--- src/rtl/split_cnt_pkg.sv ---
package split_cnt_pkg;
  localparam int unsigned LO_W     = 1;
  localparam int unsigned HI_W     = 3;
  localparam int unsigned CNT_W    = LO_W + HI_W;
  localparam int unsigned N_CNT_IN = 2;
  localparam int unsigned SEC_LO   = 0;
  localparam int unsigned SEC_HI   = 1;
endpackage

--- src/rtl/split_cnt_fall_det.sv ---
// Synchronizes an asynchronous count input and flags its falling edge
// with a single-cycle pulse on the system clock.
module split_cnt_fall_det #(
  parameter int unsigned SYNC_STAGES = 2
) (
  input  logic clk,
  input  logic rst_n,
  input  logic din,
  output logic fall
);
  logic [SYNC_STAGES-1:0] sync_q;
  logic                   last_q;

  always_ff @(posedge clk or negedge rst_n) begin
    if (!rst_n) begin
      sync_q <= '0;
      last_q <= 1'b0;
    end else begin
      sync_q <= {sync_q[SYNC_STAGES-2:0], din};
      last_q <= sync_q[SYNC_STAGES-1];
    end
  end

  assign fall = last_q & ~sync_q[SYNC_STAGES-1];
endmodule

--- src/rtl/split_cnt_stage.sv ---
// One counting section: advances by one on each enable pulse and is
// cleared asynchronously.
module split_cnt_stage #(
  parameter int unsigned W = 3
) (
  input  logic         clk,
  input  logic         arst_n,
  input  logic         adv,
  output logic [W-1:0] q
);
  always_ff @(posedge clk or negedge arst_n) begin
    if (!arst_n) begin
      q <= '0;
    end else if (adv) begin
      q <= q + W'(1);
    end
  end
endmodule

--- src/rtl/split_cnt_top.sv ---
module split_cnt_top
  import split_cnt_pkg::*;
#(
  parameter int unsigned SYNC_STAGES = 2
) (
  input  logic             clk,
  input  logic             rst_n,
  input  logic             count_a,
  input  logic             count_b,
  input  logic             clr_a,
  input  logic             clr_b,
  output logic [CNT_W-1:0] q
);
  logic [N_CNT_IN-1:0] cnt_in;
  logic [N_CNT_IN-1:0] fall;
  logic                clr_hit;
  logic                stage_arst_n;

  assign cnt_in = {count_b, count_a};

  // One synchronizer and edge detector for each count input
  for (genvar gi = 0; gi < N_CNT_IN; gi++) begin : g_edge
    split_cnt_fall_det #(.SYNC_STAGES(SYNC_STAGES)) u_det (
      .clk  (clk),
      .rst_n(rst_n),
      .din  (cnt_in[gi]),
      .fall (fall[gi])
    );
  end

  // The clear acts only when both inputs are high
  assign clr_hit      = clr_a & clr_b;
  assign stage_arst_n = rst_n & ~clr_hit;

  split_cnt_stage #(.W(LO_W)) u_lo (
    .clk   (clk),
    .arst_n(stage_arst_n),
    .adv   (fall[SEC_LO]),
    .q     (q[LO_W-1:0])
  );

  split_cnt_stage #(.W(HI_W)) u_hi (
    .clk   (clk),
    .arst_n(stage_arst_n),
    .adv   (fall[SEC_HI]),
    .q     (q[CNT_W-1:LO_W])
  );
endmodule

--- config.mk ---
export PLATFORM = sky130hd
export DESIGN_NAME = split_cnt_top
export DESIGN_NICKNAME = d
export VERILOG_FILES = /design/src/rtl/split_cnt_pkg.sv /design/src/rtl/split_cnt_fall_det.sv /design/src/rtl/split_cnt_stage.sv /design/src/rtl/split_cnt_top.sv
export SDC_FILE = /design/constraint.sdc
export NUM_CORES = 1
export LEC_CHECK = 0
export CELL_PAD_IN_SITES_DETAIL_PLACEMENT = 0
export CELL_PAD_IN_SITES_GLOBAL_PLACEMENT = 1
export CORE_AREA = 2 2 39 41
export CTS_CLUSTER_SIZE = 28
export DETAILED_ROUTE_END_ITERATION = 7
export DIE_AREA = 0 0 41 43
export PLACE_DENSITY_LB_ADDON = 0.12
export SLEW_MARGIN = 20
export SYNTH_ARGS = -nofsm -noshare
export SYNTH_HDL_FRONTEND = slang
export SYNTH_SLANG_ARGS = --single-unit
--- constraint.sdc ---
create_clock -name clk -period 2.1 [get_ports clk]
set_input_delay 0.315 -clock clk [delete_from_list [all_inputs] [get_ports clk]]
set_output_delay 0.315 -clock clk [all_outputs]
set_load 0.05 [all_outputs]
==> metrics.csv <==
stage;metric;value;unit
floorplan;Die W;41;um
clock_tree;number of setup buffers added after CTS;0;
pwr;Comb power frac;0.411;
worst_setup_path;critical path buffer and inverter count;1;
worst_setup_path;CP delay by family, top;buffers and inverters;
final_layout;Diodes inserted;0;
final_layout;Reg area;250;um^2
sta;Final Cycle Share;0.842;
final_layout;share of cells above drive strength 1;0.188;
grt;initial antenna violation count;0;
grt;largest net degree at the start of global routing;8;
yosys;Net Count, Synth;27;
pwr;Int Power;0.465;mW
pwr;Power Dens Cells;1530;mW/mm^2
sta;setup violators final;0;
worst_setup_path;CP required;1.78;ns
pwr;clock share of power;0.221;
routing;Via density;3.79;
yosys;Syn Inst Count;20;
grt;GRT Total Usage;0.0785;
sta;fmax;0.566;GHz
yosys;post-synth top area cell;dfrtp_1;
clock_tree;hold buffers post-CTS;0;
outcome;status;finished clean;
floorplan;Die Ht;43;um
routing;Vias;182;
grt;GR Overflow Total;0;
worst_setup_path;Max FO, Critical Path;3;
final_layout;synthesis-to-layout area growth;40.1;%
routing;first-pass iteration count of the detailed router;1;
clock_tree;root buf cell;clkbuf_4;
yosys;Ys Warns;0;
sta;worst relative slew slack;0.618;
floorplan;I/O pin count;10;
final_layout;area of the multi-input gates;88.8;um^2
placement;PortBufs;9;
clock_tree;post-CTS sizing;0;
yosys;Yosys top cell area share;0.722;
sta;Hold Worst Slack;0.303;ns
pwr;VDD IR max;503;uV
worst_setup_path;Critical Path AT;1.45;ns
pwr;switch share;0.374;
placement;placed insts;44;
yosys;Seq/Total Area, Yosys;0.722;
placement;Placer Congestion;0.581;
routing;post-DR wirelength/cell;9.42;um
sta;slew at the pin with the worst max-slew slack;0.569;ns
clock_tree;CTS Buf Count;3;
pwr;Reg power frac;0.368;
clock_tree;CTS Sinks;10;
yosys;main area contributors after synthesis;dfrtp_1 72%, xnor2_1 7.6%, mux2_4 4.3%, nand2b_4 4.0%, ha_1 3.6%;
routing;# DRC;0;
flow_run;Max Cap Viol;0;
yosys;FF+latch count, synth;10;
worst_setup_path;CP endpoint kind;output port;
floorplan;initial cell density of the core;0.250;
clock_tree;Clock Latency Late Sink;0.25;ns
worst_setup_path;worst path cell trace;clkdlybuf4s50_1;
routing;Antenna Violating Nets Remaining;0;
grt;vias in the first global route;181;
sta;RSZ-0062 raised after global routing;false;
pwr;Pleak;0.212;nW
floorplan;core area;0.00138;mm^2
final_layout;most common cell after layout, fill and taps aside;dfrtp_1;
sta;Max Clock Skew;0.000514;ns
worst_setup_path;crit start category;flip-flop;
final_layout;final cell count without fillers;48;
sta;final count of hold timing violations;0;
yosys;area of the mapped netlist;347;um^2
yosys;distinct cell type count after synthesis;9;
pwr;Net Switching;0.278;mW
grt;first-pass GRT wire length;779;um
clock_tree;Worst-path clk slew;0.06;ns
clock_tree;CTS tree;done;
min_path;worst hold path class;in2async;
floorplan;Rows;14;
final_layout;filler cell count;136;
sta;Final Max Slew Viols;0;
routing;Iter 0 DRT Violations;0;
worst_setup_path;critical path class;reg2out;
final_layout;Final nets;40;
sta;Final TNS setup;0;ns
floorplan;DIE AREA;0.00176;mm^2
final_layout;commonest cells after routing, fill and taps aside;10 x dfrtp_1, 9 x clkdlybuf4s50_1, 3 x xnor2_1, 3 x clkbuf_4;
worst_setup_path;CP max-delay cell;clkdlybuf4s50_1;
routing;total routed wirelength;452;um
clock_tree;H-tree Lvls;1;
sta;min cycle time layout;1.77;ns
yosys;Syn Area/Cell;17.3;um^2
clock_tree;Max clock buf depth;2;
worst_setup_path;CP max stage delay;0.81;ns
[layout make-up]
| cell class | count | area share |
|---|---|---|
| sequential | 10 | 0.515 |
| multi-input combinational | 9 | 0.183 |
| tap | 16 | 0.0412 |
| clock buffer | 4 | 0.0747 |
| timing repair buffer | 9 | 0.186 |
[per-stage QoR]
step | util | total power [mW] | area (um^2) | setup slack, ns
after floorplan | - | 0.491 | 347 | 0.771
after global placement | 0.325 | 0.576 | 449 | 0.618
after detailed placement | 0.325 | 0.586 | 449 | 0.605
after CTS | 0.351 | 0.760 | 485 | 0.312
after global routing | 0.351 | 0.796 | 485 | 0.264
final | 0.351 | 0.743 | 485 | 0.333
[registers in the layout (all words and copies together), names as in the netlist]
signal               count
u_hi.q                   3
g_edge.u_det.sync_q      4
g_edge.u_det.last_q      2
u_lo.q                   1
[kinds of logic (layout without fill, tap and decap cells)]
kind of cell	Yosys count	in the layout	share of synthesized area
AOI/OAI and AO/OA	1	1	0.0217
DFF	10	10	0.722
xor gates and xnor gates	3	3	0.0758
and+or+nand+nor	3	3	0.0794
muxes	1	1	0.0433
buffers and inverters	1	13	0.0217
adders and majority gates	1	1	0.0361
[metal layers]
metal	vias up	track usage	wire, um
met5	-	0	0
met4	0	0.100	0
met3	0	0.0471	36
met2	7	0.0938	237
met1	87	0.0777	177
li1	88	-	-
[worst paths after layout]
path | start | to | slack (ns) | cells past startpoint
max in group asynchronous | rst_n | u_hi.q[0] | 0.98 | 2
min | rst_n | g_edge[0].u_det.last_q | 0.30 | 1
max | u_hi.q[1] | q[2] | 0.33 | 1
min in group clk | g_edge[0].u_det.sync_q[0] | g_edge[0].u_det.sync_q[1] | 0.36 | 0
min reg2reg | g_edge[0].u_det.sync_q[0] | g_edge[0].u_det.sync_q[1] | 0.36 | 0
max reg2reg | u_hi.q[0] | u_hi.q[1] | 1.01 | 2
[synth_stat cells (all sizes together)]
library cell,n
dfrtp,10
xnor2,3
nand2b,2
a21boi,1
buf,1
ha,1
mux2,1
nand3b,1
[power by group through the flow]
stage | registers (mW) | clock network, mW | logic [mW]
4_1_cts | 0.275 | 0.175 | 0.310
5_1_grt | 0.281 | 0.190 | 0.324
3_5_place_dp | 0.278 | 0 | 0.307
6_report | 0.273 | 0.164 | 0.305
2_1_floorplan | 0.377 | 0 | 0.114
3_3_place_gp | 0.273 | 0 | 0.303
Power figures use the tool's default switching activity.
